### src/rtl/frac_baud_pkg.sv
// Shared sizing for the fractional baud tick generator.
// Assumes the oversampling factor (16) is already folded into the divisor.
package frac_baud_pkg;
    parameter int WHOLE_W = 12;  // bits of the whole divisor part
    parameter int FRAC_W  = 7;   // bits of the fraction (steps of 1/2**FRAC_W)
endpackage

### src/rtl/baud_div_track.sv
// Divisor change tracker.
// Registers the divisor seen on the previous cycle and flags a restart
// whenever either part differs from it. Assumes reset value 0 for both,
// so a nonzero divisor present at reset release also triggers a restart.
module baud_div_track #(
    parameter int IW = frac_baud_pkg::WHOLE_W,
    parameter int FW = frac_baud_pkg::FRAC_W
) (
    input  logic          clk,
    input  logic          rst_n,
    input  logic [IW-1:0] div_whole,
    input  logic [FW-1:0] div_frac,
    output logic          restart
);
    logic [IW-1:0] whole_q;
    logic [FW-1:0] frac_q;

    // Remember last cycle's divisor.
    always_ff @(posedge clk) begin
        if (!rst_n) begin
            whole_q <= '0;
            frac_q  <= '0;
        end else begin
            whole_q <= div_whole;
            frac_q  <= div_frac;
        end
    end

    // Any difference from last cycle requests a restart.
    always_comb restart = (div_whole != whole_q) || (div_frac != frac_q);
endmodule

### src/rtl/baud_frac_acc.sv
// Fraction accumulator.
// Adds the fraction once per strobe; the carry out becomes the stretch
// flag that lengthens the next period by one cycle. Assumes 'clear' has
// priority over 'advance'.
module baud_frac_acc #(
    parameter int FW = frac_baud_pkg::FRAC_W
) (
    input  logic          clk,
    input  logic          rst_n,
    input  logic          clear,
    input  logic          advance,
    input  logic [FW-1:0] div_frac,
    output logic          stretch
);
    logic [FW-1:0] acc_q;
    logic [FW:0]   sum;

    // Wide sum keeps the carry as its top bit.
    always_comb sum = {1'b0, acc_q} + {1'b0, div_frac};

    // Update the phase and latch the carry at each strobe.
    always_ff @(posedge clk) begin
        if (!rst_n || clear) begin
            acc_q   <= '0;
            stretch <= 1'b0;
        end else if (advance) begin
            acc_q   <= sum[FW-1:0];
            stretch <= sum[FW];
        end
    end
endmodule

### src/rtl/baud_period_cnt.sv
// Period counter.
// Counts cycles from 0 up to whole + stretch - 1, then fires and wraps.
// The strobe is registered, so it appears the cycle after 'fire'.
// Assumes a whole part of 0 means stopped.
module baud_period_cnt #(
    parameter int IW = frac_baud_pkg::WHOLE_W
) (
    input  logic          clk,
    input  logic          rst_n,
    input  logic          clear,
    input  logic [IW-1:0] div_whole,
    input  logic          stretch,
    output logic          fire,
    output logic          tick
);
    localparam logic [IW:0] ONE = (IW+1)'(1);

    logic [IW-1:0] cnt_q;
    logic [IW:0]   last_cnt;
    logic          running;

    // Terminal count of the current period.
    always_comb last_cnt = {1'b0, div_whole} + {{IW{1'b0}}, stretch} - ONE;

    // Count only with a nonzero divisor and no restart pending.
    always_comb running = (div_whole != '0) && !clear;

    // Period end reached.
    always_comb fire = running && ({1'b0, cnt_q} == last_cnt);

    // Advance the counter and register the strobe.
    always_ff @(posedge clk) begin
        if (!rst_n || !running) begin
            cnt_q <= '0;
            tick  <= 1'b0;
        end else if (fire) begin
            cnt_q <= '0;
            tick  <= 1'b1;
        end else begin
            cnt_q <= cnt_q + 1'b1;
            tick  <= 1'b0;
        end
    end
endmodule

### src/rtl/frac_baud_tick.sv
// Fractional baud tick generator, top level.
// Produces a one-cycle oversampling strobe whose average period is
// div_whole + div_frac / 2**FW clock cycles. Assumes the divisor is
// quasi-static; every change restarts the sequence from a clean phase.
module frac_baud_tick #(
    parameter int IW = frac_baud_pkg::WHOLE_W,
    parameter int FW = frac_baud_pkg::FRAC_W
) (
    input  logic          clk,
    input  logic          rst_n,
    input  logic [IW-1:0] div_whole,
    input  logic [FW-1:0] div_frac,
    output logic          os_tick
);
    logic restart;
    logic stretch;
    logic fire;

    baud_div_track #(.IW(IW), .FW(FW)) track_i (
        .clk       (clk),
        .rst_n     (rst_n),
        .div_whole (div_whole),
        .div_frac  (div_frac),
        .restart   (restart)
    );

    baud_frac_acc #(.FW(FW)) acc_i (
        .clk      (clk),
        .rst_n    (rst_n),
        .clear    (restart),
        .advance  (fire),
        .div_frac (div_frac),
        .stretch  (stretch)
    );

    baud_period_cnt #(.IW(IW)) cnt_i (
        .clk       (clk),
        .rst_n     (rst_n),
        .clear     (restart),
        .div_whole (div_whole),
        .stretch   (stretch),
        .fire      (fire),
        .tick      (os_tick)
    );
endmodule

### config.mk
export PLATFORM = sky130hd
export DESIGN_NAME = frac_baud_tick
export DESIGN_NICKNAME = d
export VERILOG_FILES = /design/src/rtl/frac_baud_pkg.sv /design/src/rtl/baud_div_track.sv /design/src/rtl/baud_frac_acc.sv /design/src/rtl/baud_period_cnt.sv /design/src/rtl/frac_baud_tick.sv
export SDC_FILE = /design/constraint.sdc
export NUM_CORES = 1
export LEC_CHECK = 0
export BUFFER_PORTS_ARGS = -buffer_cell sky130_fd_sc_hd__buf_2
export CAP_MARGIN = 20
export CORE_MARGIN = 8
export CORE_UTILIZATION = 59
export DETAILED_ROUTE_END_ITERATION = 10
export HOLD_SLACK_MARGIN = 0.1
export PLACE_DENSITY_LB_ADDON = 0.25
export SYNTH_ARGS = -nofsm -noshare
export SYNTH_HDL_FRONTEND = slang
export SYNTH_SLANG_ARGS = --single-unit
### constraint.sdc
create_clock -name clk -period 4.86 [get_ports clk]
set_input_delay 0.972 -clock clk [delete_from_list [all_inputs] [get_ports clk]]
set_output_delay 0.972 -clock clk [all_outputs]
set_load 0.005 [all_outputs]
==> impl_results.md, run 1 <==
* Area delta synth->final at 8.30%
* Post-Synthesis Cell Area at roughly 2300 µm²
* CTS tree: done
* Post-route setup slack at ~900 ps
* First-pass iteration count of the detailed router at 4
* Slowest-stage cell, CP: or4b_1
* Rows at 23
* Pre-CTS setup slack at about 650 ps
* Slew Viols, Final at 0
* Hold_sp: acc_i.stretch
* Die width at approximately 79 µm
* Boundary Pins at 22
* Fill cell count at 340
* Initial Utilization at 59.7%
* Setup bufs post-CTS at 0
* FF-to-FF path depth at 10
* Initial antenna violation count at 0
* Chip height at slightly below 80 µm
* Grt ovf at 0
* Post-synth EDFFs at 0
* Most frequent cells in the layout: dfxtp_1 (40), xnor2_1 (26), nor2_1 (22), buf_2 (21), and2_1 (20)
* CP endpoint kind: flop
* Post-CTS Hold Buffers at 0
* Synth async-reset ratio at 0%
* Vias/cell at 5.71
* Combinational family with the most area after synthesis: simple AND/OR/NAND/NOR gates
* Synth Instances at around 270
* Primary FF master, synth: dfxtp_1
* CTS root buf: clkbuf_8
* Clock Sinks at 40
* Placed cell area at 2450 µm²
* Inst Count DP at approximately 330
* Max Fanout on Critical Path at 10
* #FFs+latches synth at 40
* Reg2reg end: acc_i.stretch
* Setup TNS at 0 ps
* Leak Pwr at approximately 0.96 nW
* Post-cts resize count at 0
* Routed Antenna Nets at 0
* Htree depth at 2
* PD cells at around 240 nW/µm²
* Clock Latency Late Sink at 290 ps
* # diodes at 0
* Nets at approximately 320
* Register area share after synthesis at 34.3%
* Hold Crit Depth at 2
* Post-synth cell types at 44
* DRC Markers at 0
* Number of global-route vias before repair at ~1.8k
* Avg Inst Size Synth at 8.62 µm²
* Max VDD drop at between 100 and 150 µV
* Post-Synth Adder-Cell Area at a little over 6%
* Compound-cell area share of the yosys netlist at roughly 15%
* Post-layout instance area at between 2000 and 3000 µm²
* Status: finished, final reports clean
* Pin count of the biggest net entering global routing at 21
* Req. time, crit path at just over 5000 ps
* Kind of start point of the critical path: primary input
* Class of the worst hold path: flop to flop
* Hold Path Sink: acc_i.stretch
* Iteration-0 DRC Markers at 157
* Post-synthesis mux area share at 0.428%
* Type of the worst setup path: primary input to flop
* CP Cell Sequence: buf_2 -> inv_1 -> ha_1 -> ha_1 -> or4b_1 -> nor4_1 -> o211a_1 -> o22a_1 -> or4b_1 -> or4_1 -> a21oi_1
* Worst-Margin Slew at just under 600 ps
* Post-Route Utilization at between 60% and 70%
* Setup-failing EPs final at 0
* Max Freq at about 0.25 GHz
* Worst R2R Setup Slack at around 1400 ps
* Tcrit/Tclk final at about four fifths
* DR vias at about 1.9k
* Mapped Nets at a little over 300
* Hold Vio Cnt, Final at 0
* Max-cap violation count at 0
* Fin Clk Skew at between 2 and 3 ps
* Largest stage delay, worst path at 610 ps
* CTS clk-pin slew, worst paths at roughly 70 ps
* First-pass GRT wire length at just over 8000 µm
* Port Buffers at 21
* TritonCTS Buffers at 5
* Aggregate global-route resource usage at around 16%
* Tmin final at 3960 ps
* Finished Layout Cells at ~340
* DP Wirelength at approximately 3600 µm
* Synth Area in XOR/XNOR at about 15%
* Commonest non-fill, non-tap cell in the layout: dfxtp_1
* Drt wl/cell at 14.4 µm
* Die area at roughly 6200 µm²
* Drt total wl at 4840 µm
* Worst Path Arrival at between 4000 and 5000 ps
* Simple-gate area share of the yosys netlist at between 20% and 30%
* Share of layout cells above drive strength 1 at roughly an eighth
* Max-slew headroom at 60.9%
* RSZ-0062 raised after global routing: false
* RR Startpoint: acc_i.stretch
* Syn. warnings at 0
* Final GP Congestion at 0.855
* Max clock buf depth at 2
* Core ar. at 3910 µm²
synthesized netlist by cell type, drive strengths merged (7+ instances only):
master | instances | area share, %
xnor2 | 26 | 9.7
ha | 10 | 5.4
clkbuf | 9 | 1.4
nor2 | 22 | 3.5
o21a | 8 | 2.6
a21oi | 7 | 1.5
o21ai | 11 | 2.4
dfxtp | 40 | 34
and2 | 20 | 5.4
nand3 | 12 | 2.6
nor3 | 9 | 1.9
xor2 | 14 | 5.2
inv | 14 | 2.2
how the worst max path moves through the flow:
| stage | from | to | slack (ps) | cells after the start |
|---|---|---|---|---|
| after global routing | div_whole[0] | cnt_i.cnt_q[9] | 740 | 13 |
| after detailed placement | div_whole[0] | cnt_i.cnt_q[9] | 650 | 13 |
| after CTS | div_whole[0] | acc_i.stretch | 930 | 11 |
| after floorplan | div_whole[0] | acc_i.stretch | 1060 | 12 |
| final | div_whole[0] | acc_i.stretch | 900 | 11 |
| after global placement | div_whole[0] | acc_i.stretch | 740 | 11 |
cell type report:
class,instances,area (µm²),area share [%]
Tap cell,50,62.6,2.47
Inverter,14,52.6,2.08
Clock buffer,5,68.8,2.72
Timing Repair Buffer,23,120,4.75
Clock inverter,2,12.5,0.494
Sequential cell,40,801,31.6
Multi-Input combinational cell,202,1410,55.9
state kept, by name, indices dropped and copies added, names as in the netlist:
| signal | count |
|---|---|
| track_i.frac_q | 7 |
| track_i.whole_q | 12 |
| cnt_i.cnt_q | 12 |
| acc_i.stretch | 1 |
| acc_i.acc_q | 7 |
| cnt_i.tick | 1 |
logic make-up after synthesis:
| family | count (synthesis) |
|---|---|
| compound gates | 49 |
| buf+inv | 29 |
| flops | 40 |
| simple gates | 101 |
| fa+ha+maj | 11 |
| mux | 1 |
| xor+xnor | 40 |
per-layer routing:
layer  vias to the layer above  wire, µm  track usage (%)
met5                         -         0                0
met2                        36      2270             26.7
li1                        973         -                -
met4                         0        55             5.56
met1                       904      2280             20.3
met3                         5       231             4.63
power breakdown:
group | switching (mW) | internal (mW) | leakage (nW)
clock | 0.110 | 0.0971 | 0.0400
combinational | 0.0386 | 0.0332 | 0.595
sequential | 0.00357 | 0.336 | 0.327
per-stage QoR:
| step | hold slack (ps) | power, mW |
|---|---|---|
| after floorplan | 450 | 0.396 |
| after global placement | 470 | 0.417 |
| after detailed placement | 468 | 0.418 |
| after CTS | 476 | 0.624 |
| after global routing | 505 | 0.652 |
| final | 475 | 0.618 |
worst max-delay path, delay by kind of cell:
kind                     cells  cell delay [ps]
adder cells (fa/ha/maj)      2              500
AND/OR/NAND/NOR              4             2060
buffers and inverters        2              200
AO/OA/AOI/OAI                3              440
(Power assumes the default switching activity.)
==> run 2, diff against run 1 <==
Settings changed: ABC_AREA from default to 1, CORE_UTILIZATION 59 to 60.
Clock period 4.86 ns to 4 ns, I/O delays scaled along.
==> run 2 against run 1 <==
Effect of this change:
- global-route usage rose by 0.74 points
- hold slack improved by 26 ps
- sequential cell count did not move
- die area rose by 9.4%
- clock power rose by 29%
- clock skew rose by 6.2 ps
- sequential share of layout area fell by 3.9 points
- non-clock buffer count fell by 2
- count of clock-buffer cells in the layout did not move
- register-to-register slack improved by 310 ps
- final area rose by 14%
==> impl_results.md, run 2 <==
* Drt wl/cell at 10.8 µm (-25%)
* DR vias at 2353 (+23%)
* Initial antenna violation count at 0 (unchanged)
* Post-CTS Hold Buffers at 0 (unchanged)
* FF-to-FF path depth at 15 (+5)
* Reg2reg end: cnt_i.cnt_q[11]
* Slew Viols, Final at 0 (unchanged)
* Iteration-0 DRC Markers at 167 (+6.4%)
* Aggregate global-route resource usage at 17.1% (+0.74 points)
* Tcrit/Tclk final at roughly 65%
* Worst R2R Setup Slack at 1720 ps (+310 ps)
* Fill cell count at 400 (+18%)
* Clock Latency Late Sink at 300 ps (about the same)
* Synth Area in XOR/XNOR at 11.2% (-3.8 points)
* Leak Pwr at 1.52 nW (+58%)
* Cell family with most CP delay: simple AND/OR/NAND/NOR gates
* Largest regs: cnt_i.cnt_q: 12 flops, track_i.whole_q: 12 flops
* Max VDD drop at 116 µV (-5.7%)
* Chip height at 82.6 µm (+4.6%)
* Post-Route Utilization at 66.8% (+2.1 points)
* CP Cell Sequence: buf_2 -> inv_1 -> ha_1 -> ha_1 -> nand2_1 -> inv_1 -> nor2_1 -> nand2_1 -> nor2_1 -> nand3_1 -> nor2_1 -> nand2_1 -> nor2_4 -> nand3_4 -> nand2_2 -> nor2_1
* PD cells at 273 nW/µm² (+12%)
* Setup TNS at 0 ps (unchanged)
* Kind of start point of the critical path: primary input
* Simple-gate area share of the yosys netlist at 37.7% (+14 points)
* Nets at 473 (+49%)
* Rows at 24 (+4.3%)
* Compound-cell area share of the yosys netlist at 2.87% (-12 points)
* Die width at 82.6 µm (+4.6%)
* Post-layout instance area at 2890 µm² (+14%)
* Most common cell in the netlist: nand2_1
* Max-cap violation count at 0 (unchanged)
* Clock share of power at 33.9% (+0.5 points)
* Share of layout cells above drive strength 1 at 12.0% (-1.3 points)
* Clock Sinks at 40 (unchanged)
* CP most frequent cell: nor2_1
* Max Fanout on Critical Path at 12 (+2)
* Worst Path Arrival at 2780 ps (-1390 ps)
* Req. time, crit path at 4180 ps (-890 ps)
* Most frequent cells in the layout: nand2_1 (129), inv_1 (82), nor2_1 (49), dfxtp_1 (40), nand3_1 (23)
* Synth async-reset ratio at 0% (unchanged)
* Post-cts resize count at 0 (unchanged)
* Hold Crit Depth at 1 (-1)
* Max Freq at a little under 0.4 GHz
* Post-Synth Adder-Cell Area at 5.46% (-0.75 points)
* CP bufs+invs at 3 (+1)
* Routed Antenna Nets at 0 (unchanged)
* Tmin final at about 2600 ps
* Top cells by count, synth: nand2_1 (129), inv_1 (82), nor2_1 (49)
* Worst-Margin Slew at 358 ps (-228 ps)
* Dominant cells by area after synthesis: dfxtp_1 (30%), nand2_1 (18%), inv_1 (12%)
* Setup bufs post-CTS at 0 (unchanged)
* Die area at 6820 µm² (+9.4%)
* Pint at 0.572 mW (+23%)
* Vias/cell at 4.76 (-17%)
* Post-synth top area cell: dfxtp_1
* Core ar. at 4320 µm² (+10%)
* DRC Markers at 0 (unchanged)
* Synth Instances at 417 (+54%)
* Yosys top cell area share at 30.1% (-4.2 points)
* Final GP Congestion at 0.913 (+6.8%)
* CP endpoint kind: flop
* Combinational family with the most area after synthesis: simple AND/OR/NAND/NOR gates
* Post-Synthesis Cell Area at 2660 µm² (+14%)
* TritonCTS Buffers at 5 (unchanged)
* First-pass iteration count of the detailed router at 5 (+1)
* Type of the worst setup path: primary input to flop
* Register area share after synthesis at 30.1% (-4.2 points)
* Placed cell area at 2800 µm² (+14%)
* Post-synthesis mux area share at 0% (-0.43 points)
* RSZ-0062 raised after global routing: false
* Hold_sp: cnt_i.cnt_q[0]
* Switching Fraction at 27.4% (+2.8 points)
* # diodes at 0 (unchanged)
* Mapped Nets at 449 (+48%)
* CTS root buf: clkbuf_8
* Class of the worst hold path: flop to flop
* Slowest-stage cell, CP: ha_1
* Comb pwr share at 13.7% (+2.1 points)
* Drt total wl at 5340 µm (+10%)
* Max clock buf depth at 2 (unchanged)
* Hold Path Sink: cnt_i.cnt_q[0]
* Boundary Pins at 22 (unchanged)
* CTS tree: done
* Grt ovf at 0 (unchanged)
* Post-synth EDFFs at 0 (unchanged)
* Fin Clk Skew at 8.83 ps (+6.19 ps)
* Largest stage delay, worst path at 330 ps (-280 ps)
* Reg power frac at 52.4% (-2.5 points)
* Syn. warnings at 0 (unchanged)
* Primary FF master, synth: dfxtp_1
* Status: finished, final reports clean
* Htree depth at 2 (unchanged)
* Port Buffers at 21 (unchanged)
* Initial Utilization at 61.5% (+1.8 points)
* Area delta synth->final at 8.56%
* DP Wirelength at 4260 µm (+19%)
* Hold Vio Cnt, Final at 0 (unchanged)
* RR Startpoint: acc_i.stretch
* Sw power at 0.215 mW (+42%)
* CTS clk-pin slew, worst paths at 80 ps (about the same)
* #FFs+latches synth at 40 (unchanged)
* Setup-failing EPs final at 0 (unchanged)
* Avg Inst Size Synth at 6.38 µm² (-26%)
* First-pass GRT wire length at 9190 µm (+12%)
* Pin count of the biggest net entering global routing at 21 (unchanged)
* Max-slew headroom at 76.1% (+15 points)
* Post-synth cell types at 24 (-45%)
* Commonest non-fill, non-tap cell in the layout: nand2_1
* Number of global-route vias before repair at 2169 (+21%)
-- run 2: changes by cell type after synthesis, sizes merged, moves of 5 or more --
cell	before	now
nand2	3	134
nand3	12	24
clkbuf	9	2
inv	14	82
nor2	22	66
and2	20	0
o21ai	11	2
xnor2	26	19
nor4	6	0
o21a	8	0
nor3	9	3
o21ba	5	0
-- run 2: kinds of logic after synthesis --
logic type / Yosys count
simple gates: 233
buf+inv: 86
flops: 40
xor+xnor: 34
compound gates: 13
fa+ha+maj: 11
-- run 2: metal layers --
layer  part of all wire (%)  GRT usage [%]
met5                      0              0
met4                    1.5           5.86
met3                    6.4           3.68
met2                     43           27.1
met1                     49           22.6
-- run 2: worst max path at each step --
stage                 start         endpoint  depth (start not counted)
2_1_floorplan  div_whole[0]  cnt_i.cnt_q[10]                         16
3_3_place_gp   div_whole[0]  cnt_i.cnt_q[11]                         16
3_5_place_dp   div_whole[0]  cnt_i.cnt_q[11]                         16
4_1_cts        div_whole[0]  cnt_i.cnt_q[11]                         16
5_1_grt        div_whole[0]  cnt_i.cnt_q[11]                         15
6_report       div_whole[0]  cnt_i.cnt_q[11]                         16
-- run 2: cell type report --
| type | instances | area [µm²] | area share (%) |
|---|---|---|---|
| Multi-Input combinational cell | 291 | 1520 | 52.7 |
| Sequential cell | 40 | 801 | 27.7 |
| Inverter | 82 | 308 | 10.7 |
| Timing Repair Buffer | 21 | 105 | 3.64 |
| Clock buffer | 5 | 68.8 | 2.38 |
| Tap cell | 52 | 65.1 | 2.25 |
| Clock inverter | 3 | 18.8 | 0.650 |
-- run 2: per-stage QoR --
step / power (mW) / instances / setup slack (ps) / hold slack (ps)
after floorplan: 0.497 / 417 / 1500 / 450
after global placement: 0.527 / 486 / 1170 / 480
after detailed placement: 0.530 / 486 / 1070 / 482
after CTS: 0.798 / 494 / 1400 / 504
after global routing: 0.830 / 494 / 1210 / 531
final: 0.787 / 494 / 1410 / 501
-- run 2: worst reg2reg max path, stage by stage (launching register included) --
cell and delay (ps):
dfxtp_1 310, inv_1 60, ha_1 220, ha_1 330, nand2_1 70, inv_1 40
nor2_1 80, nand2_1 60, nor2_1 80, nand3_1 80, nor2_1 90, nand2_1 90
nor2_4 140, nand3_4 130, nand2_2 290, nor2_1 90
-- run 2: power by group through the flow --
stage	sequential, mW	clock [mW]	combinational (mW)
after floorplan	0.421	0	0.0756
after global placement	0.421	0	0.105
after detailed placement	0.422	0	0.108
after CTS	0.413	0.277	0.108
after global routing	0.414	0.293	0.124
final	0.412	0.267	0.108
